**src/rtl/lit_pkg.sv**
```systemverilog
`timescale 1ns/1ps
// Shared register map and timer-entry layout for the local interrupt timer.
package lit_pkg;
    localparam int ADDR_W        = 3;
    localparam int VEC_W         = 8;
    localparam int LVT_MASK_BIT  = 16;
    localparam int LVT_MODE_LSB  = 17;

    typedef enum logic [ADDR_W-1:0] {
        REG_LVT   = 3'd0,
        REG_DIV   = 3'd1,
        REG_INIT  = 3'd2,
        REG_CUR   = 3'd3,
        REG_DLINE = 3'd4
    } reg_sel_e;

    localparam logic [1:0] MODE_DEADLINE = 2'b10;

    typedef struct packed {
        logic [1:0]       mode;
        logic             mask;
        logic [VEC_W-1:0] vec;
    } lvt_t;
endpackage

```
**src/rtl/lit_prescale.sv**
```systemverilog
`timescale 1ns/1ps
// Power-of-two tick divider. It emits one strobe per 'divisor' input ticks
// and restarts its phase when restart is high.
// Assumes PRE_W >= 7 so that the largest divisor (128) fits.
module lit_prescale #(
    parameter int PRE_W = 7
) (
    input  logic       clk,
    input  logic       rst_n,
    input  logic       restart,
    input  logic       tick,
    input  logic [2:0] sel,
    output logic       strobe
);
    logic [PRE_W-1:0] cnt_q;
    logic [PRE_W-1:0] limit;

    // Decode the select code into divisor-1.
    always_comb begin
        if (sel == 3'b111) begin
            limit = '0;
        end else begin
            limit = PRE_W'((32'd1 << (int'(sel) + 1)) - 32'd1);
        end
    end

    assign strobe = tick && (cnt_q >= limit);

    // Count input ticks and wrap at the limit.
    always_ff @(posedge clk) begin
        if (!rst_n || restart) begin
            cnt_q <= '0;
        end else if (tick) begin
            cnt_q <= strobe ? '0 : cnt_q + 1'b1;
        end
    end
endmodule

```
**src/rtl/lit_countdown.sv**
```systemverilog
`timescale 1ns/1ps
// Down-counter for countdown mode. A nonzero count means it is running.
// expire is high in the cycle where the last unit is used up.
module lit_countdown #(
    parameter int CNT_W = 32
) (
    input  logic             clk,
    input  logic             rst_n,
    input  logic             load,
    input  logic [CNT_W-1:0] load_val,
    input  logic             stop,
    input  logic             strobe,
    output logic [CNT_W-1:0] cur,
    output logic             expire
);
    logic [CNT_W-1:0] cur_q;

    assign cur    = cur_q;
    assign expire = strobe && (cur_q == CNT_W'(1));

    // Load, cancel or decrement the remaining count.
    always_ff @(posedge clk) begin
        if (!rst_n || stop) begin
            cur_q <= '0;
        end else if (load) begin
            cur_q <= load_val;
        end else if (strobe && (cur_q != '0)) begin
            cur_q <= cur_q - 1'b1;
        end
    end
endmodule

```
**src/rtl/lit_deadline.sv**
```systemverilog
`timescale 1ns/1ps
// Absolute timestamp comparator. A nonzero target is armed. It fires once
// the timestamp is at or beyond the target, then clears itself. A write in
// the same cycle takes precedence over a fire.
module lit_deadline #(
    parameter int TS_W = 64
) (
    input  logic            clk,
    input  logic            rst_n,
    input  logic            load,
    input  logic [TS_W-1:0] load_val,
    input  logic            clear,
    input  logic [TS_W-1:0] tsc,
    output logic [TS_W-1:0] target,
    output logic            fire
);
    logic [TS_W-1:0] tgt_q;

    assign target = tgt_q;
    assign fire   = !load && !clear && (tgt_q != '0) && (tsc >= tgt_q);

    // Hold, replace or self-clear the target.
    always_ff @(posedge clk) begin
        if (!rst_n || clear) begin
            tgt_q <= '0;
        end else if (load) begin
            tgt_q <= load_val;
        end else if (fire) begin
            tgt_q <= '0;
        end
    end
endmodule

```
**src/rtl/local_irq_timer.sv**
```systemverilog
`timescale 1ns/1ps
// Local interrupt timer top: register file, mode steering and request
// generation. Assumes CNT_W <= DATA_W and TS_W == DATA_W.
module local_irq_timer #(
    parameter int CNT_W  = 32,
    parameter int TS_W   = 64,
    parameter int DATA_W = 64,
    parameter int PRE_W  = 7
) (
    input  logic                      clk,
    input  logic                      rst_n,
    input  logic                      tmr_tick,
    input  logic [TS_W-1:0]           tsc,
    input  logic                      wr_en,
    input  logic [lit_pkg::ADDR_W-1:0] wr_addr,
    input  logic [DATA_W-1:0]         wr_data,
    input  logic [lit_pkg::ADDR_W-1:0] rd_addr,
    output logic [DATA_W-1:0]         rd_data,
    input  logic                      irq_ack,
    output logic                      irq_pulse,
    output logic                      irq_pending,
    output logic [lit_pkg::VEC_W-1:0] irq_vector
);
    import lit_pkg::*;

    lvt_t              lvt_q;
    logic [3:0]        div_q;
    logic [CNT_W-1:0]  init_q;
    logic              wr_lvt, wr_div, wr_init, wr_dl;
    logic              mode_dl, mode_chg, cfg_mask;
    logic              os_load, dl_load, strobe, os_expire, dl_fire;
    logic              deliver;
    logic [CNT_W-1:0]  cur_cnt;
    logic [TS_W-1:0]   dl_val;
    logic              pulse_q, pend_q;
    logic [VEC_W-1:0]  vec_q;

    assign wr_lvt   = wr_en && (wr_addr == REG_LVT);
    assign wr_div   = wr_en && (wr_addr == REG_DIV);
    assign wr_init  = wr_en && (wr_addr == REG_INIT);
    assign wr_dl    = wr_en && (wr_addr == REG_DLINE);
    assign mode_dl  = (lvt_q.mode == MODE_DEADLINE);
    assign cfg_mask = lvt_q.mask;
    assign mode_chg = wr_lvt && (wr_data[LVT_MODE_LSB +: 2] != lvt_q.mode);
    assign os_load  = wr_init && !mode_dl;
    assign dl_load  = wr_dl && mode_dl;

    // Configuration registers: timer entry, divide code and start count.
    always_ff @(posedge clk) begin
        if (!rst_n) begin
            lvt_q  <= '0;
            div_q  <= '0;
            init_q <= '0;
        end else begin
            if (wr_lvt) begin
                lvt_q.mode <= wr_data[LVT_MODE_LSB +: 2];
                lvt_q.mask <= wr_data[LVT_MASK_BIT];
                lvt_q.vec  <= wr_data[VEC_W-1:0];
            end
            if (wr_div) begin
                div_q <= {wr_data[3], 1'b0, wr_data[1:0]};
            end
            if (os_load) begin
                init_q <= wr_data[CNT_W-1:0];
            end
        end
    end

    lit_prescale #(.PRE_W(PRE_W)) u_pre (
        .clk     (clk),
        .rst_n   (rst_n),
        .restart (os_load),
        .tick    (tmr_tick),
        .sel     ({div_q[3], div_q[1:0]}),
        .strobe  (strobe)
    );

    lit_countdown #(.CNT_W(CNT_W)) u_cnt (
        .clk      (clk),
        .rst_n    (rst_n),
        .load     (os_load),
        .load_val (wr_data[CNT_W-1:0]),
        .stop     (mode_chg),
        .strobe   (strobe),
        .cur      (cur_cnt),
        .expire   (os_expire)
    );

    lit_deadline #(.TS_W(TS_W)) u_dl (
        .clk      (clk),
        .rst_n    (rst_n),
        .load     (dl_load),
        .load_val (wr_data[TS_W-1:0]),
        .clear    (mode_chg),
        .tsc      (tsc),
        .target   (dl_val),
        .fire     (dl_fire)
    );

    assign deliver = (os_expire || dl_fire) && !cfg_mask;

    // Request pulse, pending flag (set wins over ack) and latched vector.
    always_ff @(posedge clk) begin
        if (!rst_n) begin
            pulse_q <= 1'b0;
            pend_q  <= 1'b0;
            vec_q   <= '0;
        end else begin
            pulse_q <= deliver;
            if (deliver) begin
                pend_q <= 1'b1;
                vec_q  <= lvt_q.vec;
            end else if (irq_ack) begin
                pend_q <= 1'b0;
            end
        end
    end

    assign irq_pulse   = pulse_q;
    assign irq_pending = pend_q;
    assign irq_vector  = vec_q;

    // Combinational read mux.
    always_comb begin
        rd_data = '0;
        case (rd_addr)
            REG_LVT: begin
                rd_data[VEC_W-1:0]          = lvt_q.vec;
                rd_data[LVT_MASK_BIT]       = lvt_q.mask;
                rd_data[LVT_MODE_LSB +: 2]  = lvt_q.mode;
            end
            REG_DIV:   rd_data[3:0] = div_q;
            REG_INIT:  rd_data = DATA_W'(init_q);
            REG_CUR:   rd_data = DATA_W'(cur_cnt);
            REG_DLINE: rd_data = DATA_W'(dl_val);
            default:   rd_data = '0;
        endcase
    end
endmodule

```
**config.mk**
```make
export PLATFORM = sky130hd
export DESIGN_NAME = local_irq_timer
export DESIGN_NICKNAME = d
export VERILOG_FILES = /design/src/rtl/lit_pkg.sv /design/src/rtl/lit_prescale.sv /design/src/rtl/lit_countdown.sv /design/src/rtl/lit_deadline.sv /design/src/rtl/local_irq_timer.sv
export SDC_FILE = /design/constraint.sdc
export NUM_CORES = 1
export LEC_CHECK = 0
export CAP_MARGIN = 5
export CORE_UTILIZATION = 50
export DETAILED_ROUTE_END_ITERATION = 12
export DONT_BUFFER_PORTS = 1
export PLACE_DENSITY = 0.7
export SLEW_MARGIN = 20
export SYNTH_ARGS = -nofsm -noshare
export SYNTH_HDL_FRONTEND = slang
export SYNTH_SLANG_ARGS = --single-unit
```
**constraint.sdc**
```tcl
create_clock -name clk -period 11.7 [get_ports clk]
set_input_delay 2.34 -clock clk [delete_from_list [all_inputs] [get_ports clk]]
set_output_delay 2.34 -clock clk [all_outputs]
set_load 0.05 [all_outputs]
```
### Word level (Yosys, flattened, before mapping)

Index checks and enable logic that the tools add are counted.

| cells by class | value |
|---|---|
| add/subtract/negate cells | 4 |
| $mul | 0 |
| divide/modulo/power cells | 0 |
| magnitude comparators | 2 |
| eq/ne operators | 11 |
| shifts and indexed selects | 1 |
| mux-type cells | 13 |
| bitwise gates (word level) | 0 |
| reductions and logical operators | 29 |

Operators with widths:

| operator | count |
|---|---|
| $pmux 45 s3 | 1 |
| $mux 64 | 2 |
| $ge 64x64->1 | 1 |
| $mux 32 | 2 |
| $reduce_bool 64->1 | 1 |
| $eq 32x1->1 const B | 1 |
| $reduce_bool 32->1 | 1 |
| $shl 1x32->7 const A | 1 |
| $sub 32x1->32 const B | 1 |
| $pmux 8 s3 | 1 |
| $pmux 4 s5 | 1 |
| $pmux 4 s4 | 1 |
| $logic_and 1x1->1 | 14 |
| $mux 7 | 2 |
| $pmux 3 s4 | 1 |
| $eq 3x2->1 const B | 3 |
| $eq 3x3->1 const B | 3 |
| $add 7x1->7 const B | 1 |
| $ge 7x7->1 | 1 |
| $sub 7x1->7 const B | 1 |
| $eq 3x1->1 const B | 2 |
| $logic_not 3->1 | 2 |
| $reduce_bool 2->1 | 3 |
| $logic_not 1->1 | 5 |
| other kinds (5) | 8 |

| word-level totals | value |
|---|---|
| register bits after elaboration | 159 |
| bits in latches | 0 |
| memory bits (writable) | 0 |
| bits in read-only memories | 0 |
| bits of input ports | 139 |
| output and inout port bits | 74 |
| logic and storage cells | 71 |
| memories kept | 0 |

### Longest topological paths before layout

| depth | value |
|---|---|
| depth in word-level cells | 10 |
| depth in mapped cells | 19 |
| mapped depth without buffers | 17 |

### Cells and area by module

A second synthesis with hierarchy kept.

| unflattened totals | value |
|---|---|
| cells, all modules | 1239 |
| area total of the unflattened synthesis | 10063.4 um^2 |

Modules (own cells, without submodules):

| module | times used | cells an instance | area an instance (um^2) | sequential area each (um^2) |
|---|---|---|---|---|
| lit_deadline | 1 | 536 | 4121.5 | 1281.2 |
| local_irq_timer | 1 | 394 | 3349.5 | 1121.1 |
| lit_countdown | 1 | 237 | 1940.6 | 640.6 |
| lit_prescale | 1 | 72 | 651.9 | 140.1 |

### Worst setup path before layout

No wires, ideal clock.

| timing | value |
|---|---|
| path type | input to output |
| start | in rd_addr[0] (netlist bit) |
| end | out rd_data[10] |
| arrival | 4.349 ns |
| required time | 9.360 ns |
| setup slack | 5.011 ns |
| cell stages on the path | 4 |
| buffers on the path | 2 |
| cell sequence | clkbuf_1 -> buf_1 -> mux2i_1 -> o21ai_0 |

| between the ends | value |
|---|---|
| cells in the longest elaborated chain, start to end | 2 |
| elaborated cells on any way between the ends | 4 |
| classes of those cells | 3 x eq/ne; 1 x mux |

Ends and longest elaborated chain:

| what | line | RTL |
|---|---|---|
| from (decl) | local_irq_timer.sv:17 | `input logic [lit_pkg::ADDR_W-1:0] rd_addr,` |
| $eq 3x3->1 / $eq 3x2->1 (equally long branches) | local_irq_timer.sv:126 | `case (rd_addr)` |
| $pmux 8 s3 (*) | local_irq_timer.sv:126 |  |
| to (decl) | local_irq_timer.sv:18 | `output logic [DATA_W-1:0] rd_data,` |

Mark *: on every way between the ends. The rest lies on a longest branch, timed or not.

### Worst setup path in the final report

| timing | value |
|---|---|
| start | in rd_addr[1] (netlist bit) |
| end | out rd_data[9] |

The elaborated chain is that of the path after synthesis.

==> flow_summary.json <==
{
  "status": "complete, no violations",
  "core_um2": 18700,
  "dp_cells": 1404,
  "synth_edf_count": 0,
  "gp_congestion": 0.903,
  "io_pins": 213,
  "cts_htree_levels": 4,
  "yosys_warnings": 0,
  "setup_tns_ps": 0,
  "vias": 8653,
  "clockBufferDepth": 2,
  "rr_endpoint": "irq_vector[4]",
  "cts_tree": "built",
  "fin_nets": 1404,
  "antennaDiodeCount": 0,
  "ff2ff_path_depth": 15,
  "drv_slew": 0,
  "peakVddDrop_v": 0.0000961,
  "io_buffers": 0,
  "fin_util_pct": 54.9,
  "wirelength_mm": 29.0,
  "die_w_um": 140,
  "die_height_um": 140,
  "fin_crit_sh_pct": 56.7,
  "grt_pass1_wl_mm": 44.6,
  "synthCells": 1239,
  "final_cells": 1436,
  "clk_latency_ps": 430,
  "leakage_nw": 3.81,
  "antenna_found_initial": 0,
  "ys_ff_latch": 159,
  "max_cap_viol_count": 0,
  "p_per_area_nw_per_um2": 137,
  "setup_viol": 0,
  "startpoint_type": "input port",
  "start_util_pct": 51.0,
  "r2r-start": "div_q[1]",
  "drc": 0,
  "skew_ps": 10.1,
  "mappedNetlistNets": 1454,
  "dp_hpwl_mm": 21.3,
  "syn-cell-area_um2": 9550,
  "syn_area_per_cell_um2": 7.71,
  "slew_headroom_pct": 22.3,
  "die_area_um2": 19700,
  "yosysSeqAreaShare_pct": 33.3,
  "synth.distinct_cells": 56,
  "syn_to_final_growth_pct": 7.59,
  "hold_viol_final": 0,
  "async_flop_share_pct": 0,
  "cts_resized": 0,
  "critPathCapture": "rd_data[9]",
  "layout_common_cells": "170 x nand2_1, 159 x dfxtp_1, 116 x a21oi_1",
  "max_freq_ghz": 0.151,
  "fillers": 1768,
  "reg2reg_slack_ps": 6560,
  "period_needed_ps": 6630,
  "grt_overflow": 0,
  "first_pass_iters": 5,
  "cts_buffers": 17,
  "placed_cell_area_um2": 9640,
  "drtAntennaViolNets": 0,
  "grt_pass1_vias": 8121,
  "final_common_cell": "nand2_1",
  "crit_type": "in2out",
  "drive_gt1_share_pct": 4.91,
  "tightest_slew_ps": 1180,
  "startpoint": "rd_addr[1]",
  "critPathMaxFanout": 35,
  "grt_max_degree": 118,
  "clock_sinks": 159,
  "rsz0062_at_grt": "false",
  "cts.hold.buffers_added": 0,
  "endpoint_kind": "output pin",
  "post-cts-setup-buffers": 0,
  "drt_iter0_drc": 604,
  "wl_per_cell_um": 20.2,
  "stdcell_area_um2": 10300,
  "critical_path_required_ps": 9360,
  "synth_ff_type": "dfxtp_1",
  "clk_pin_slew_worst_paths_ps": 60,
  "grtUsageTotal_pct": 29.6,
  "fp-row-count": 50,
  "root_buffer": "clkbuf_16",
  "worstHoldPathType": "reg2reg",
  "vias_per_cell": 6.03,
  "cp.arrival_ps": 4290
}
[worst min-delay path by stage]
stage,start,endpoint,depth (start not counted)
3_5_place_dp,init_q[8],init_q[8],2
2_1_floorplan,init_q[1],init_q[1],2
3_3_place_gp,init_q[3],init_q[3],2
4_1_cts,init_q[8],init_q[8],2
6_report,init_q[22],init_q[22],2
5_1_grt,init_q[8],init_q[8],2
[kinds of logic (layout without fill, tap and decap cells)]
kind of cell | Yosys count | after routing | synth area share (%)
xor gates and xnor gates | 37 | 37 | 3.39
buffers and inverters | 146 | 109 | 5.78
AOI/OAI and AO/OA | 265 | 265 | 16.7
adders and majority gates | 76 | 76 | 9.96
DFF | 159 | 159 | 33.3
muxes | 49 | 49 | 5.16
and+or+nand+nor | 507 | 507 | 25.6
[per-layer routing]
layer	global-route usage, %	up-vias	wire length, um
met5	0	-	0
met4	13.9	0	1090
met3	8.44	67	2310
met2	46.8	323	13300
met1	37.0	4042	12300
li1	-	4221	-
[stage by stage]
| step | setup slack (ps) | hold WS, ps | power, mW |
|---|---|---|---|
| CTS | 4730 | 463 | 1.41 |
| finish | 5070 | 462 | 1.41 |
| floorplan | 5010 | 441 | 0.778 |
| global placement | 4840 | 447 | 0.814 |
| global route | 4870 | 479 | 1.46 |
| detailed placement | 4730 | 455 | 0.819 |
[cell type report]
type	instances	area, um2	share of cell area (%)
clock buffers	20	457	4.45
clock inverters	12	165	1.61
inverters	70	263	2.56
multi-input cells	934	5850	57.0
flip-flops and latches	159	3180	31.0
well taps	234	293	2.85
repair buffers	7	56.3	0.548
[sequential cells by signal, indices dropped and copies added, names as in the netlist]
name,flops
u_dl.target,64
init_q,32
u_cnt.cur,32
lvt_q,10
irq_vector,8
u_pre.cnt_q,7
div_q,3
cfg_mask,1
irq_pending,1
irq_pulse,1
[report_power, final]
group          total [mW]  internal [mW]  switching, mW
Combinational       0.228         0.0886          0.139
Clock               0.595          0.366          0.229
Sequential          0.587          0.562         0.0253
Total                1.41           1.02          0.393
[synthesized netlist by cell type (all sizes together), types with 18 or more instances]
| master | number | area share, % |
|---|---|---|
| nor3 | 79 | 4.3 |
| inv | 70 | 2.8 |
| nor4 | 21 | 1.4 |
| nand4 | 18 | 1.2 |
| a21boi | 44 | 3.5 |
| xor2 | 25 | 2.3 |
| ha | 76 | 10 |
| a21oi | 116 | 6.1 |
| and3 | 34 | 2.2 |
| nor2 | 112 | 4.4 |
| mux2i | 47 | 4.9 |
| dfxtp | 159 | 33 |
| clkbuf | 72 | 2.8 |
| o21ai | 52 | 2.7 |
| nand2 | 171 | 6.7 |
[worst max-delay path, stage by stage]
cell and delay (ps):
nor2_4 540, and2_1 710, nand2_1 110, o21ai_1 580
Power figures use the tool's default switching activity.
